--- src/rtl/i2c_tgt_pkg.sv ---
package i2c_tgt_pkg;
    localparam int DATA_W = 8;
    localparam int PTR_W  = 8;

    typedef enum logic [3:0] {
        ST_IDLE,
        ST_ADDR,
        ST_ADDR_ACK,
        ST_PTR,
        ST_PTR_ACK,
        ST_WDATA,
        ST_WDATA_ACK,
        ST_RDATA,
        ST_RACK,
        ST_RNEXT,
        ST_IGNORE
    } tgt_state_e;
endpackage

--- src/rtl/i2c_tgt_sync.sv ---
module i2c_tgt_sync #(
    parameter int STAGES = 2
) (
    input  logic clk,
    input  logic rst_n,
    input  logic scl_i,
    input  logic sda_i,
    output logic sda_s,
    output logic scl_rise,
    output logic scl_fall,
    output logic start_det,
    output logic stop_det
);
    logic [STAGES-1:0] scl_ff;
    logic [STAGES-1:0] sda_ff;
    logic              scl_q;
    logic              sda_q;
    logic              scl_s;

    generate
        if (STAGES == 1) begin : g_one
            always_ff @(posedge clk or negedge rst_n) begin
                if (!rst_n) begin
                    scl_ff <= '1;
                    sda_ff <= '1;
                end else begin
                    scl_ff <= scl_i;
                    sda_ff <= sda_i;
                end
            end
        end else begin : g_many
            always_ff @(posedge clk or negedge rst_n) begin
                if (!rst_n) begin
                    scl_ff <= '1;
                    sda_ff <= '1;
                end else begin
                    scl_ff <= {scl_ff[STAGES-2:0], scl_i};
                    sda_ff <= {sda_ff[STAGES-2:0], sda_i};
                end
            end
        end
    endgenerate

    assign scl_s = scl_ff[STAGES-1];
    assign sda_s = sda_ff[STAGES-1];

    always_ff @(posedge clk or negedge rst_n) begin
        if (!rst_n) begin
            scl_q <= 1'b1;
            sda_q <= 1'b1;
        end else begin
            scl_q <= scl_s;
            sda_q <= sda_s;
        end
    end

    assign scl_rise  =  scl_s & ~scl_q;
    assign scl_fall  = ~scl_s &  scl_q;
    assign start_det =  scl_s &  scl_q &  sda_q & ~sda_s;
    assign stop_det  =  scl_s &  scl_q & ~sda_q &  sda_s;
endmodule

--- src/rtl/i2c_tgt_regs.sv ---
module i2c_tgt_regs
    import i2c_tgt_pkg::*;
#(
    parameter int NUM_REGS = 8
) (
    input  logic                       clk,
    input  logic                       rst_n,
    input  logic                       wr_en,
    input  logic [PTR_W-1:0]           ptr,
    input  logic [DATA_W-1:0]          wr_data,
    output logic [DATA_W-1:0]          rd_data,
    output logic [NUM_REGS*DATA_W-1:0] regs_flat
);
    logic [DATA_W-1:0] bank [NUM_REGS];

    generate
        for (genvar gi = 0; gi < NUM_REGS; gi++) begin : g_reg
            always_ff @(posedge clk or negedge rst_n) begin
                if (!rst_n) begin
                    bank[gi] <= '0;
                end else if (wr_en && (ptr == PTR_W'(gi))) begin
                    bank[gi] <= wr_data;
                end
            end
            assign regs_flat[gi*DATA_W +: DATA_W] = bank[gi];
        end
    endgenerate

    always_comb begin
        rd_data = '0;
        for (int i = 0; i < NUM_REGS; i++) begin
            if (ptr == PTR_W'(i)) rd_data = bank[i];
        end
    end
endmodule

--- src/rtl/i2c_tgt_fsm.sv ---
module i2c_tgt_fsm
    import i2c_tgt_pkg::*;
#(
    parameter logic [3:0] BASE_HI = 4'hA
) (
    input  logic              clk,
    input  logic              rst_n,
    input  logic              sda_s,
    input  logic              scl_rise,
    input  logic              scl_fall,
    input  logic              start_det,
    input  logic              stop_det,
    input  logic [2:0]        addr_sel,
    input  logic              boot_done,
    input  logic              busy,
    input  logic [DATA_W-1:0] rd_data,
    output logic              sda_oe,
    output logic              wr_en,
    output logic [DATA_W-1:0] wr_data,
    output logic [PTR_W-1:0]  ptr
);
    tgt_state_e        state, state_nx;
    logic [2:0]        bitcnt;
    logic [DATA_W-1:0] shreg;
    logic              ack_drv;
    logic              rw;
    logic              byte_done;
    logic              addr_hit;
    logic [6:0]        own_addr;
    logic [DATA_W-1:0] rx_byte;

    assign own_addr  = {BASE_HI, addr_sel};
    assign byte_done = scl_rise && (bitcnt == 3'd7);
    assign rx_byte   = {shreg[DATA_W-2:0], sda_s};
    assign addr_hit  = (shreg[6:0] == own_addr) && boot_done && !busy;

    // next-state logic
    always_comb begin
        state_nx = state;
        if (start_det) begin
            state_nx = ST_ADDR;
        end else if (stop_det) begin
            state_nx = ST_IDLE;
        end else begin
            unique case (state)
                ST_IDLE:      state_nx = ST_IDLE;
                ST_ADDR:      if (byte_done) state_nx = addr_hit ? ST_ADDR_ACK : ST_IGNORE;
                ST_ADDR_ACK:  if (scl_fall && ack_drv) state_nx = rw ? ST_RDATA : ST_PTR;
                ST_PTR:       if (byte_done) state_nx = ST_PTR_ACK;
                ST_PTR_ACK:   if (scl_fall && ack_drv) state_nx = ST_WDATA;
                ST_WDATA:     if (byte_done) state_nx = ST_WDATA_ACK;
                ST_WDATA_ACK: if (scl_fall && ack_drv) state_nx = ST_WDATA;
                ST_RDATA:     if (scl_fall && (bitcnt == 3'd7)) state_nx = ST_RACK;
                ST_RACK:      if (scl_rise) state_nx = sda_s ? ST_IGNORE : ST_RNEXT;
                ST_RNEXT:     if (scl_fall) state_nx = ST_RDATA;
                ST_IGNORE:    state_nx = ST_IGNORE;
                default:      state_nx = ST_IDLE;
            endcase
        end
    end

    // state register
    always_ff @(posedge clk or negedge rst_n) begin
        if (!rst_n) state <= ST_IDLE;
        else        state <= state_nx;
    end

    // outputs and datapath
    always_ff @(posedge clk or negedge rst_n) begin
        if (!rst_n) begin
            bitcnt  <= '0;
            shreg   <= '0;
            ack_drv <= 1'b0;
            rw      <= 1'b0;
            sda_oe  <= 1'b0;
            wr_en   <= 1'b0;
            wr_data <= '0;
            ptr     <= '0;
        end else begin
            wr_en <= 1'b0;
            if (start_det) begin
                bitcnt  <= '0;
                ack_drv <= 1'b0;
                sda_oe  <= 1'b0;
            end else if (stop_det) begin
                bitcnt  <= '0;
                ack_drv <= 1'b0;
                sda_oe  <= 1'b0;
            end else begin
                unique case (state)
                    ST_ADDR: begin
                        if (scl_rise) begin
                            shreg  <= rx_byte;
                            bitcnt <= bitcnt + 3'd1;
                            if (byte_done) begin
                                rw      <= sda_s;
                                ack_drv <= 1'b0;
                            end
                        end
                    end
                    ST_ADDR_ACK: begin
                        if (scl_fall) begin
                            if (!ack_drv) begin
                                sda_oe  <= 1'b1;
                                ack_drv <= 1'b1;
                            end else begin
                                ack_drv <= 1'b0;
                                bitcnt  <= '0;
                                if (rw) begin
                                    shreg  <= rd_data;
                                    sda_oe <= ~rd_data[DATA_W-1];
                                end else begin
                                    sda_oe <= 1'b0;
                                end
                            end
                        end
                    end
                    ST_PTR: begin
                        if (scl_rise) begin
                            shreg  <= rx_byte;
                            bitcnt <= bitcnt + 3'd1;
                            if (byte_done) begin
                                ptr     <= rx_byte;
                                ack_drv <= 1'b0;
                            end
                        end
                    end
                    ST_PTR_ACK: begin
                        if (scl_fall) begin
                            if (!ack_drv) begin
                                sda_oe  <= 1'b1;
                                ack_drv <= 1'b1;
                            end else begin
                                sda_oe  <= 1'b0;
                                ack_drv <= 1'b0;
                                bitcnt  <= '0;
                            end
                        end
                    end
                    ST_WDATA: begin
                        if (scl_rise) begin
                            shreg  <= rx_byte;
                            bitcnt <= bitcnt + 3'd1;
                            if (byte_done) begin
                                wr_en   <= 1'b1;
                                wr_data <= rx_byte;
                                ack_drv <= 1'b0;
                            end
                        end
                    end
                    ST_WDATA_ACK: begin
                        if (scl_fall) begin
                            if (!ack_drv) begin
                                sda_oe  <= 1'b1;
                                ack_drv <= 1'b1;
                            end else begin
                                sda_oe  <= 1'b0;
                                ack_drv <= 1'b0;
                                bitcnt  <= '0;
                                ptr     <= ptr + 8'd1;
                            end
                        end
                    end
                    ST_RDATA: begin
                        if (scl_fall) begin
                            if (bitcnt == 3'd7) begin
                                sda_oe <= 1'b0;
                            end else begin
                                shreg  <= {shreg[DATA_W-2:0], 1'b0};
                                sda_oe <= ~shreg[DATA_W-2];
                                bitcnt <= bitcnt + 3'd1;
                            end
                        end
                    end
                    ST_RACK: begin
                        if (scl_rise && !sda_s) ptr <= ptr + 8'd1;
                    end
                    ST_RNEXT: begin
                        if (scl_fall) begin
                            shreg  <= rd_data;
                            sda_oe <= ~rd_data[DATA_W-1];
                            bitcnt <= '0;
                        end
                    end
                    ST_IDLE, ST_IGNORE: begin
                        sda_oe <= 1'b0;
                    end
                    default: begin
                        sda_oe <= 1'b0;
                    end
                endcase
            end
        end
    end
endmodule

--- src/rtl/i2c_reg_target.sv ---
module i2c_reg_target
    import i2c_tgt_pkg::*;
#(
    parameter int         NUM_REGS    = 8,
    parameter int         SYNC_STAGES = 2,
    parameter logic [3:0] BASE_HI     = 4'hA
) (
    input  logic                       clk,
    input  logic                       rst_n,
    input  logic                       scl_i,
    input  logic                       sda_i,
    output logic                       sda_oe_o,
    input  logic [2:0]                 addr_sel_i,
    input  logic                       boot_done_i,
    input  logic                       busy_i,
    output logic [NUM_REGS*DATA_W-1:0] regs_o
);
    logic              sda_s;
    logic              scl_rise;
    logic              scl_fall;
    logic              start_det;
    logic              stop_det;
    logic              wr_en_w;
    logic [DATA_W-1:0] wr_data_w;
    logic [DATA_W-1:0] rd_data_w;
    logic [PTR_W-1:0]  ptr_w;

    i2c_tgt_sync #(.STAGES(SYNC_STAGES)) sync_i (
        .clk       (clk),
        .rst_n     (rst_n),
        .scl_i     (scl_i),
        .sda_i     (sda_i),
        .sda_s     (sda_s),
        .scl_rise  (scl_rise),
        .scl_fall  (scl_fall),
        .start_det (start_det),
        .stop_det  (stop_det)
    );

    i2c_tgt_fsm #(.BASE_HI(BASE_HI)) fsm_i (
        .clk       (clk),
        .rst_n     (rst_n),
        .sda_s     (sda_s),
        .scl_rise  (scl_rise),
        .scl_fall  (scl_fall),
        .start_det (start_det),
        .stop_det  (stop_det),
        .addr_sel  (addr_sel_i),
        .boot_done (boot_done_i),
        .busy      (busy_i),
        .rd_data   (rd_data_w),
        .sda_oe    (sda_oe_o),
        .wr_en     (wr_en_w),
        .wr_data   (wr_data_w),
        .ptr       (ptr_w)
    );

    i2c_tgt_regs #(.NUM_REGS(NUM_REGS)) regs_i (
        .clk       (clk),
        .rst_n     (rst_n),
        .wr_en     (wr_en_w),
        .ptr       (ptr_w),
        .wr_data   (wr_data_w),
        .rd_data   (rd_data_w),
        .regs_flat (regs_o)
    );
endmodule

--- config.mk ---
export PLATFORM = sky130hd
export DESIGN_NAME = i2c_reg_target
export DESIGN_NICKNAME = d
export VERILOG_FILES = /design/src/rtl/i2c_tgt_pkg.sv /design/src/rtl/i2c_tgt_sync.sv /design/src/rtl/i2c_tgt_regs.sv /design/src/rtl/i2c_tgt_fsm.sv /design/src/rtl/i2c_reg_target.sv
export SDC_FILE = /design/constraint.sdc
export NUM_CORES = 1
export LEC_CHECK = 0
export BUFFER_PORTS_ARGS = -buffer_cell sky130_fd_sc_hd__buf_4
export CAP_MARGIN = 10
export CORE_MARGIN = 1
export CORE_UTILIZATION = 50
export CTS_CLUSTER_DIAMETER = 100
export DETAILED_ROUTE_END_ITERATION = 6
export PLACE_DENSITY_LB_ADDON = 0.1
export SETUP_SLACK_MARGIN = 0.2
export SYNTH_ARGS = -nofsm -noshare
export SYNTH_HDL_FRONTEND = slang
export SYNTH_SLANG_ARGS = --single-unit
--- constraint.sdc ---
create_clock -name clk -period 6.05 [get_ports clk]
set_input_delay 0 -clock clk [delete_from_list [all_inputs] [get_ports clk]]
set_output_delay 0 -clock clk [all_outputs]
set_load 0.02 [all_outputs]
==> results of run 1 <==
## registers in the layout, indices dropped and copies added (netlist names)
register,cells
fsm_i.ptr,8
fsm_i.wr_en,1
fsm_i.ack_drv,1
sync_i.scl_ff,2
sync_i.sda_q,1
sync_i.scl_q,1
fsm_i.state,4
fsm_i.wr_data,8
fsm_i.shreg,7
fsm_i.rw,1
regs_i.regs_flat,64
fsm_i.bitcnt,3
sync_i.sda_ff,2
fsm_i.sda_oe,1
## routing by layer
metal	GRT usage	vias up	wire length [um]
li1	-	2003	-
met1	0.407	2176	6890
met2	0.392	152	6690
met3	0.0505	20	757
met4	0.0763	0	215
met5	0	-	0
## report_power, final
group,total [W],internal (W),switching [W]
logic,0.000878,0.000355,0.000523
clock network,0.000434,0.000171,0.000263
registers,0.000949,0.000770,0.000179
## worst max path at each step
stage / end / slack [ns] / depth (start not counted)
2_1_floorplan: fsm_i.shreg[1] / 3.84 / 8
3_3_place_gp: fsm_i.shreg[0] / 3.21 / 4
3_5_place_dp: fsm_i.shreg[0] / 3.12 / 4
4_1_cts: fsm_i.shreg[0] / 3.10 / 4
5_1_grt: fsm_i.shreg[5] / 2.81 / 5
6_report: fsm_i.shreg[5] / 3.01 / 5
## per-stage QoR
stage	instances	power [W]	area, um^2
6_report	702	0.00226	6320
5_1_grt	702	0.00241	6320
4_1_cts	702	0.00226	6320
3_5_place_dp	683	0.00182	6090
3_3_place_gp	683	0.00179	6090
2_1_floorplan	500	0.00160	5480
## cell families (layout without fill, tap and decap cells)
kind of cell,Yosys count,in the layout,synth area share
fa+ha+maj,6,6,0.0137
flops,104,104,0.477
xor+xnor,6,6,0.00960
compound gates,128,128,0.163
buf+inv,40,106,0.0311
mux,84,84,0.171
simple gates,132,132,0.136
## repair_timing
action | in CTS | in global routing
endpoints found under the hold margin | 30 | 0
hold buffers | 3 | 0
buffers inserted | 0 | 0
## final cells by class
cell class / instances / share of cell area
Clock buffer: 10 / 0.0218
Tap cell: 136 / 0.0269
Clock inverter: 6 / 0.0101
Inverter: 11 / 0.00653
Sequential cell: 104 / 0.413
Timing Repair Buffer: 79 / 0.0950
Multi-Input combinational cell: 356 / 0.427
## cells in the final DEF, fill, tap and decap left out, types with 6 or more instances in the layout
master                     Yosys  final
sky130_fd_sc_hd__ha_1          6      6
sky130_fd_sc_hd__a31oi_1       7      7
sky130_fd_sc_hd__nor2b_1       6      6
sky130_fd_sc_hd__o21ai_0      19     19
sky130_fd_sc_hd__nand2_1      35     35
sky130_fd_sc_hd__a221oi_1     11     11
sky130_fd_sc_hd__dfrtp_1      98     98
sky130_fd_sc_hd__nand4_1       6      6
sky130_fd_sc_hd__nor3_1        6      6
sky130_fd_sc_hd__nor2_1       19     19
sky130_fd_sc_hd__mux2_2       74     74
sky130_fd_sc_hd__dfstp_2       6      6
sky130_fd_sc_hd__o22ai_1       7      7
sky130_fd_sc_hd__mux2i_1       9      9
sky130_fd_sc_hd__clkbuf_8      0     10
sky130_fd_sc_hd__o31ai_1       7      7
sky130_fd_sc_hd__nand3_1      12     12
sky130_fd_sc_hd__and2_1        7      7
sky130_fd_sc_hd__a21oi_1      35     35
sky130_fd_sc_hd__nand2b_1      8      8
sky130_fd_sc_hd__buf_4         1     76
sky130_fd_sc_hd__inv_1        11     11
## worst max-delay path, stage by stage, from the launching register on
cell and delay [ns]:
sky130_fd_sc_hd__dfrtp_1 0.82, sky130_fd_sc_hd__nor2b_1 0.84, sky130_fd_sc_hd__a221oi_1 0.09, sky130_fd_sc_hd__or4_1 0.79, sky130_fd_sc_hd__mux2i_1 0.27, sky130_fd_sc_hd__o31ai_1 0.10
==> results by stage, run 1 <==
Placed design:
- The number of port buffers is 73.
- The post-placement setup slack is 3.12 ns.
- The congestion estimate from routability-driven global placement came to 0.934.
- The wire-length estimate of the detail-placed layout is 10.2 mm.

STA:
- The shortest clock period the worst path allows after layout is 3.04 ns.
- The post-layout worst setup margin is 3.01 ns.
- Between clock sinks in the finished design, the worst skew comes to 0.00946 ns.
- Setup violations remaining at the end of the flow were counted as 0.
- The slew at the pin with the worst max-slew slack is 1.11 ns.
- Dividing the final minimum period by the clock period gives 0.503.
- The worst slack on hold paths is 0.0660 ns.
- The max-slew violation count came to 0.
- The achievable frequency is 329 MHz.
- The number of hold violations in the final report was 0.
- The worst slew margin relative to its limit is 0.261.
- For the final routed database, the setup TNS stands at 0 ns.
- Setup repair after global routing left no endpoint under its margin.

Drt:
- The DRC violation total after the first TritonRoute iteration is 342.
- After detailed routing, the number of remaining DRC violations is 0.
- The first detailed-routing pass took 5 iterations.
- The final routed wirelength across all metal layers is 14.5 mm.
- Once detail routing completed, the nets flagged for antenna violations numbered 0.
- In the final routed layout, each cell accounts on average for 20.7 um.
- The vias after detailed routing is 4351.
- The detailed-route vias per instance is 6.20.

Setup path:
- The worst reg2reg path depth is 5.
- The most critical setup path has its startpoint at fsm_i.state[0].
- The maximum fanout encountered on the critical timing path is 25.
- The startpoint of the lowest-slack register-to-register path is fsm_i.state[0].
- Setup slack on the worst reg-to-reg path comes out at 3.01 ns.
- The start-to-end type of the worst setup path is reg2reg.
- The worst register-to-register path ends at fsm_i.shreg[5].
- At the worst endpoint, the arrival time is 3.31 ns.
- The capturing element type of the critical path is a register.
- The data required time of the worst path is 6.32 ns.
- The worst setup path is launched from a register.

Yosys:
- The area share of the largest cell type after synthesis is 0.448.
- The number of warnings printed during yosys synthesis is 0.
- In the synthesized netlist the async set-or-reset flop fraction comes to 1.00.
- The distinct cell type count of the synthesized netlist is 68.
- The leading area contributor after synthesis is sky130_fd_sc_hd__dfrtp_1.
- After synthesis, the cell types taking the most area are sky130_fd_sc_hd__dfrtp_1 45%, sky130_fd_sc_hd__mux2_2 15%, sky130_fd_sc_hd__a21oi_1 3.2%.
- After technology mapping, the gate count stands at 500.
- When the netlist entered floorplanning its net count stood at 515.
- The post-synthesis instance area is 5480 um^2.
- The most repeated cell in the gate-level netlist after synthesis is sky130_fd_sc_hd__dfrtp_1.
- Ranked by instance count, the synthesized netlist is headed by 98 x sky130_fd_sc_hd__dfrtp_1, 74 x sky130_fd_sc_hd__mux2_2, 35 x sky130_fd_sc_hd__a21oi_1, 35 x sky130_fd_sc_hd__nand2_1.
- The top flip-flop cell by instance count after synthesis is sky130_fd_sc_hd__dfrtp_1.
- The number of register bits inferred by synthesis is 104.
- Of the synthesized area, sequential elements account for 0.477.
- Averaged over all synthesized cells, the footprint is 11.0 um^2.
- Yosys mapped a number of flops with a built-in enable equal to 0.

GRT:
- The total track usage is 0.269.
- For this run the aggregate overflow at the end of global routing stands at 0.
- The first-pass GRT wire length is 23.3 mm.
- The pin count of the biggest net entering global routing is 77.
- The number of antenna violations at the first check in global routing is 0.
- The number of global-route vias before repair is 4155.

Clocking:
- The quantity of gates resized following cts is 0.
- The clock passes through at most 2 buffers.
- The later pin in the worst-skew pair is clocked with a latency of 0.39 ns.
- The level count of the clock H-tree is 3.
- After clock tree synthesis, the clock-pin slew on the worst setup and hold paths is 0.10 ns.
- The number of CTS-inserted buffers is 9.
- The tree is rooted in a sky130_fd_sc_hd__clkbuf_8.
- The TritonCTS clock tree is built.
- The tree built by TritonCTS fans out to 104 sinks.

Floorplanning:
- The initialized floorplan defines 37 standard-cell rows.
- The die covers 11400 um^2.
- For this configuration, the core starts out at a cell density of 0.523.
- In this run the count of I/O pins placed on the die edge is 74.
- The width of the chip is 107 um.
- The height of the die is 107 um.
- After floorplanning, the core was sized to cover 10500 um^2.

Layout:
- The number of antenna cells inserted is 0.
- At the end of the flow the core is filled with cells to 0.604.
- Of the cells placed in the final design, the portion with a size suffix greater than 1 is 0.341.
- The layout has 903 filler cells.
- Summing all multi-input logic gate instances after layout gives 2700 um^2.
- Relative to the synthesized area, the layout overhead comes to 15.4%.
- The combined flip-flop and latch cell area is 2610 um^2.
- At the end of the flow, the number of nets in the layout was 576.

Run status:
- The flow ran to the end, and the final reports show no timing, DRC or antenna violations.

Power and ir drop:
- Power spread over the standard cell area amounts to 358 nW/um^2.
- The largest voltage drop on the vdd net is 179 uV.
- The analysis attributes to cell leakage a power of 2.93 nW.

Min path:
- The path type of the worst min-delay path is in2async.

Job:
- The max-capacitance violation count is 0.
No activity file was read; power rests on OpenSTA's default activity.
==> run 2: changes to the inputs <==
Clock period 6.05 ns to 3 ns, I/O delays scaled along.
==> results by stage, run 2 (same netlist as run 1, synthesis figures left out) <==
Run status:
- Run status: finished clean (unchanged).

Power and ir drop:
- The clock share of power was 0.187 (was 0.192).
- The switching power came to 0.00198 W (was 0.000965 W).
- The internal portion of total power is 0.00267 W (was 0.00130 W).
- The total power draw is 0.00464 W (was 0.00226 W).
- The largest voltage drop on the vdd net is 362 uV (was 179 uV).
- The leakage dissipation is 2.97 nW (was 2.93 nW).
- The total power per unit cell area was 726 nW/um^2 (was 358 nW/um^2).
- The combinational power share is 0.418 (was 0.388).
- The share of total power consumed by net switching came to 0.426 (was 0.427).
- The fraction of power consumed by sequential logic is 0.394 (was 0.420).

STA:
- The shortest clock period the worst path allows after layout is 2.56 ns (was 3.04 ns).
- The setup-violating endpoint count in the final report is 0 (unchanged).
- The slew at the pin with the worst max-slew slack was 1.04 ns (was 1.11 ns).
- The achievable frequency is 391 MHz (was 329 MHz).
- Setup repair after global routing missed its margin: no (unchanged).
- The final clock skew is 0.00946 ns (about the same).
- The worst slew margin relative to its limit is 0.308 (was 0.261).
- The max-slew violation count came to 0 (unchanged).
- The number of hold violations in the final report was 0 (unchanged).
- The summed negative setup slack over all endpoints is 0 ns (unchanged).
- The post-layout worst setup margin is 0.444 ns (was 3.01 ns).
- The fraction of the cycle the final worst path needs is 0.852 (was 0.503).

Drt:
- The vias after detailed routing came to 4474 (was 4351).
- The average routed wire per standard cell is 20.5 um (was 20.7 um).
- The number of design rule violations left after detail routing is 0 (unchanged).
- The final routed wirelength across all metal layers was 14.6 mm (was 14.5 mm).
- The number of detailed-routing iterations run before antenna repair came to 5 (unchanged).
- The DRC violation total after the first TritonRoute iteration is 339 (was 342).
- The detailed-route vias per instance is 6.28 (was 6.20).
- The residual antenna-violating net count after detailed routing is 0 (unchanged).

Layout:
- The layout cell share with drive strength beyond 1 is 0.352 (was 0.341).
- The final net count is 586 (was 576).
- The flip-flop count of the largest register, all copies and words added is 64 (unchanged).
- The number of antenna cells inserted is 0 (unchanged).
- Commonest cells after routing, fill and taps aside: 98 x sky130_fd_sc_hd__dfrtp_1, 86 x sky130_fd_sc_hd__buf_4, 74 x sky130_fd_sc_hd__mux2_2 (was 98 x sky130_fd_sc_hd__dfrtp_1, 76 x sky130_fd_sc_hd__buf_4, 74 x sky130_fd_sc_hd__mux2_2).
- The most common cell after layout, fill and taps aside is sky130_fd_sc_hd__dfrtp_1 (unchanged).
- The relative area change from synthesis to final layout was 16.7% (was 15.4%).
- The count of non-filler cells in the finished layout is 712 (was 702).

Placed design:
- The placer congestion estimate was 0.907 (was 0.934).
- The number of cells after detailed placement is 693 (was 683).
- The post-placement setup slack is 0.518 ns (was 3.12 ns).
- The HPWL after detailed placement came to 10.3 mm (was 10.2 mm).
- The number of port buffers is 73 (unchanged).

Clocking:
- The number of buffers between clock root and the deepest sink was 2 (unchanged).
- The clock-pin slew on the worst setup and hold paths is 0.11 ns (was 0.10 ns).
- The number of CTS-inserted buffers is 9 (unchanged).
- The clock latency on the worst-skew pair is 0.38 ns (was 0.39 ns).
- The clock sink count is 104 (unchanged).
- The level count of the clock H-tree is 3 (unchanged).
- The TritonCTS clock tree was built (unchanged).
- The quantity of gates resized following cts is 0 (unchanged).
- The clock tree root buffer cell is sky130_fd_sc_hd__clkbuf_8 (unchanged).

Setup path:
- The worst-case register-to-register setup slack was 0.44 ns (was 3.01 ns).
- The end of the critical path is fsm_i.shreg[6] (was fsm_i.shreg[5]).
- The kind of launch point of the worst setup path is a register (unchanged).
- The capturing element type of the critical path was a register (unchanged).
- The start-to-end type of the worst setup path is reg2reg (unchanged).
- The startpoint of the lowest-slack register-to-register path is fsm_i.bitcnt[0] (was fsm_i.state[0]).
- The maximum fanout encountered on the critical timing path is 12 (was 25).
- The worst reg2reg path depth is 6 (was 5).
- The capture instance of the worst register-to-register path is fsm_i.shreg[6] (was fsm_i.shreg[5]).
- The first element of the critical path is fsm_i.bitcnt[0] (was fsm_i.state[0]).
- The endpoint arrival time on the critical path came to 2.82 ns (was 3.31 ns).
- The data required time of the worst path is 3.27 ns (was 6.32 ns).

Floorplanning:
- The total core area is 10500 um^2 (unchanged).
- The height of the die is 107 um (unchanged).
- The width of the chip came to 107 um (unchanged).
- The top-level port count is 74 (unchanged).
- The initial core utilization is 0.523 (unchanged).
- The row count is 37 (unchanged).
- The area of the die is 11400 um^2 (unchanged).

Min path:
- The path type of the worst min-delay path is in2reg (was in2async).

Job:
- The max-capacitance violation count is 0 (unchanged).

GRT:
- The number of antenna violations at the first check in global routing is 0 (unchanged).
- The residual overflow from global routing was 0 (unchanged).
- The number of global-route vias before repair is 4282 (was 4155).
- The first-pass GRT wire length was 23.2 mm (was 23.3 mm).
- The pin count of the biggest net entering global routing was 82 (was 77).
- The total track usage came to 0.264 (was 0.269).
[run 2: how the worst min path moves through the flow]
stage | cells past startpoint | slack (ns) | end | from
2_1_floorplan | 0 | -0.30 | fsm_i.ack_drv | rst_n
3_3_place_gp | 1 | 0.11 | sync_i.sda_ff[0] | sda_i
4_1_cts | 6 | 0.20 | fsm_i.state[3] | busy_i
6_report | 6 | 0.21 | fsm_i.state[3] | busy_i
5_1_grt | 6 | 0.23 | fsm_i.state[3] | busy_i
3_5_place_dp | 1 | 0.11 | sync_i.scl_ff[0] | scl_i
[run 2: per-layer routing]
layer | share of wire | GRT usage
met1 | 0.47 | 0.398
met2 | 0.45 | 0.391
met3 | 0.061 | 0.0468
met4 | 0.014 | 0.0695
met5 | 0 | 0
[run 2: layout make-up]
class                      count  area (um^2)
clock buffer                   9          124
fill                         911         4070
timing repair buffer          89          676
inverter                      11         41.3
tap                          136          170
sequential                   104         2610
multi-input combinational    356         2700
clock inverter                 7         75.1
[run 2: stage by stage]
step           instance area, um^2  utilization  hold slack [ns]
6_report                      6390        0.611            0.209
5_1_grt                       6390        0.611            0.233
4_1_cts                       6390        0.611            0.196
3_5_place_dp                  6160        0.589            0.109
3_3_place_gp                  6160        0.589            0.109
2_1_floorplan                 5480            -           -0.296
[run 2: power groups by stage]
| stage | clock network, W | registers [W] | logic [W] |
|---|---|---|---|
| final | 0.000869 | 0.00183 | 0.00194 |
| after CTS | 0.000898 | 0.00182 | 0.00191 |
| after global placement | 0 | 0.00184 | 0.00187 |
| after floorplan | 0 | 0.00172 | 0.00151 |
| after detailed placement | 0 | 0.00185 | 0.00189 |
| after global routing | 0.000941 | 0.00186 | 0.00213 |
[run 2: repair_timing]
item | 4_1_cts | 5_1_grt
setup buffers | 0 | 0
hold buffers | 3 | 0
endpoints found under the hold margin | 75 | 0
endpoints found under the setup margin | 0 | 0
[run 2: critical path: stages (launching register included)]
cell and delay [ns]:
sky130_fd_sc_hd__dfrtp_1 0.42, sky130_fd_sc_hd__ha_1 0.21, sky130_fd_sc_hd__ha_1 0.28, sky130_fd_sc_hd__nor3b_1 0.26, sky130_fd_sc_hd__o32ai_1 0.13, sky130_fd_sc_hd__or4_1 0.78
sky130_fd_sc_hd__mux2_2 0.36
==> run 3: changes to the inputs <==
Settings changed: MAX_ROUTING_LAYER set to met4.
==> results by stage, run 3 (same netlist as run 1, synthesis figures left out) <==
Run status:
- Run status: finished clean (unchanged).

Job:
- The max-capacitance violation count is 0 (unchanged).

Drt:
- The DRC violation total after the first TritonRoute iteration came to 391 (was 339).
- The average routed wire per standard cell came to 20.9 um (was 20.5 um).
- The residual antenna-violating net count after detailed routing came to 0 (unchanged).
- The detailed-route vias per instance is 6.25 (was 6.28).
- The vias after detailed routing is 4454 (was 4474).
- The number of detailed-routing iterations run before antenna repair is 5 (unchanged).
- The final routed wirelength across all metal layers is 14.9 mm (was 14.6 mm).
- The number of design rule violations left after detail routing was 0 (unchanged).

Setup path:
- The data required time of the worst path came to 3.27 ns (about the same).
- The worst-case register-to-register setup slack was 0.45 ns (was 0.44 ns).
- The startpoint of the lowest-slack register-to-register path was fsm_i.state[2] (was fsm_i.bitcnt[0]).
- The worst reg2reg path depth came to 4 (was 6).
- The endpoint arrival time on the critical path is 2.82 ns (about the same).
- The kind of launch point of the worst setup path is a register (unchanged).
- The start-to-end type of the worst setup path is reg2reg (unchanged).
- The maximum fanout encountered on the critical timing path is 22 (was 12).
- The capturing element type of the critical path is a register (unchanged).
- The capture instance of the worst register-to-register path is fsm_i.shreg[6] (unchanged).

Clocking:
- The clock tree root buffer cell is sky130_fd_sc_hd__clkbuf_8 (unchanged).
- The clock latency on the worst-skew pair is 0.38 ns (about the same).
- The level count of the clock H-tree is 3 (unchanged).
- The clock sink count is 104 (unchanged).
- The clock-pin slew on the worst setup and hold paths is 0.10 ns (was 0.11 ns).
- The number of buffers between clock root and the deepest sink was 2 (unchanged).
- The TritonCTS clock tree was built (unchanged).
- The number of CTS-inserted buffers is 9 (unchanged).

Floorplanning:
- The row count came to 37 (unchanged).
- The total core area is 10500 um^2 (unchanged).
- The height of the die is 107 um (unchanged).
- The width of the chip came to 107 um (unchanged).
- The area of the die is 11400 um^2 (unchanged).
- The initial core utilization is 0.523 (unchanged).
- The top-level port count is 74 (unchanged).

STA:
- The max-slew violation count was 0 (unchanged).
- The final clock skew is 0.00885 ns (was 0.00946 ns).
- The number of hold violations in the final report came to 0 (unchanged).
- The fraction of the cycle the final worst path needs was 0.850 (was 0.852).
- The shortest clock period the worst path allows after layout is 2.55 ns (was 2.56 ns).
- The summed negative setup slack over all endpoints is 0 ns (unchanged).
- Setup repair after global routing missed its margin: no (unchanged).
- The setup-violating endpoint count in the final report came to 0 (unchanged).
- The worst slew margin relative to its limit is 0.495 (was 0.308).
- The slew at the pin with the worst max-slew slack is 0.757 ns (was 1.04 ns).
- The achievable frequency is 392 MHz (was 391 MHz).

Layout:
- The flip-flop count of the largest register, all copies and words added is 64 (unchanged).
- Commonest cells after routing, fill and taps aside: 98 x sky130_fd_sc_hd__dfrtp_1, 86 x sky130_fd_sc_hd__buf_4, 74 x sky130_fd_sc_hd__mux2_2 (unchanged).
- The number of antenna cells inserted came to 0 (unchanged).
- The multi-input gate area in the final layout was 2700 um^2 (unchanged).
- The relative area change from synthesis to final layout is 17.8% (was 16.7%).
- The combined flip-flop and latch cell area is 2610 um^2 (unchanged).
- The final design instance area without fill was 6450 um^2 (was 6390 um^2).
- The filler cell count in the final layout came to 898 (was 911).
- The most common cell after layout, fill and taps aside was sky130_fd_sc_hd__dfrtp_1 (unchanged).
- The final net count was 587 (was 586).
- The layout cell share with drive strength beyond 1 was 0.354 (was 0.352).

GRT:
- The number of global-route vias before repair is 4301 (was 4282).
- The residual overflow from global routing is 0 (unchanged).
- The number of antenna violations at the first check in global routing is 0 (unchanged).
- The pin count of the biggest net entering global routing was 63 (was 82).
- The first-pass GRT wire length is 23.4 mm (was 23.2 mm).
- The total track usage is 0.278 (was 0.264).

Placed design:
- The placer congestion estimate was 0.935 (was 0.907).
- The HPWL after detailed placement came to 10.5 mm (was 10.3 mm).
- The post-detailed-placement cell area was 6180 um^2 (was 6160 um^2).
- The number of port buffers was 73 (unchanged).

Min path:
- The path type of the worst min-delay path is in2async (was in2reg).

Power and ir drop:
- The largest voltage drop on the vdd net is 466 uV (was 362 uV).
- The total power draw is 0.00482 W (was 0.00464 W).
- The leakage dissipation is 3.01 nW (was 2.97 nW).
- The total power per unit cell area came to 748 nW/um^2 (was 726 nW/um^2).
run 3: worst max-delay path, stage by stage (launching register included):
cell and delay (ns):
sky130_fd_sc_hd__dfrtp_1 0.77, sky130_fd_sc_hd__nand2_1 0.30, sky130_fd_sc_hd__o32ai_1 0.46, sky130_fd_sc_hd__or4_1 0.50, sky130_fd_sc_hd__mux2_2 0.39
run 3: worst max-delay path by stage:
stage / cells past startpoint / start / slack [ns] / endpoint
after floorplan: 8 / fsm_i.bitcnt[0] / 0.79 / fsm_i.shreg[2]
after global placement: 6 / fsm_i.bitcnt[0] / 0.57 / fsm_i.shreg[6]
after detailed placement: 6 / fsm_i.bitcnt[0] / 0.47 / fsm_i.shreg[6]
after CTS: 6 / fsm_i.bitcnt[0] / 0.43 / fsm_i.shreg[6]
after global routing: 7 / fsm_i.ptr[1] / 0.30 / fsm_i.sda_oe
final: 4 / fsm_i.state[2] / 0.45 / fsm_i.shreg[6]
run 3: per-layer routing:
metal,share of wire,GRT usage
met1,0.48,0.405
met3,0.055,0.0578
met5,0,-
met2,0.45,0.395
met4,0.017,0.0695
run 3: through the flow:
step	utilization	instances	setup WS, ns	hold slack [ns]
finish	0.616	713	0.450	0.156
global route	0.616	713	0.299	0.191
CTS	0.616	713	0.434	0.175
detailed placement	0.591	694	0.474	0.0296
global placement	0.591	694	0.575	0.0241
floorplan	-	500	0.794	-0.296
run 3: power breakdown:
group | internal, W | switching [W] | leakage [nW] | total [W]
sequential | 0.00156 | 0.000273 | 1.40 | 0.00183
clock | 0.000505 | 0.000520 | 0.119 | 0.00102
combinational | 0.000788 | 0.00118 | 1.48 | 0.00197
total | 0.00285 | 0.00197 | 3.01 | 0.00482
run 3: area by class of cell:
class	instances	area share
clock buffer	10	0.0213
clock inverter	6	0.0151
inverter	11	0.00640
multi-input combinational	356	0.418
sequential	104	0.405
tap	136	0.0264
timing repair buffer	90	0.108
run 3: what timing repair did:
item                      in CTS  in global routing
hold buffers                   3                  0
setup buffers                  0                  0
hold endpoints to repair      44                  0
resized for setup              0                  0
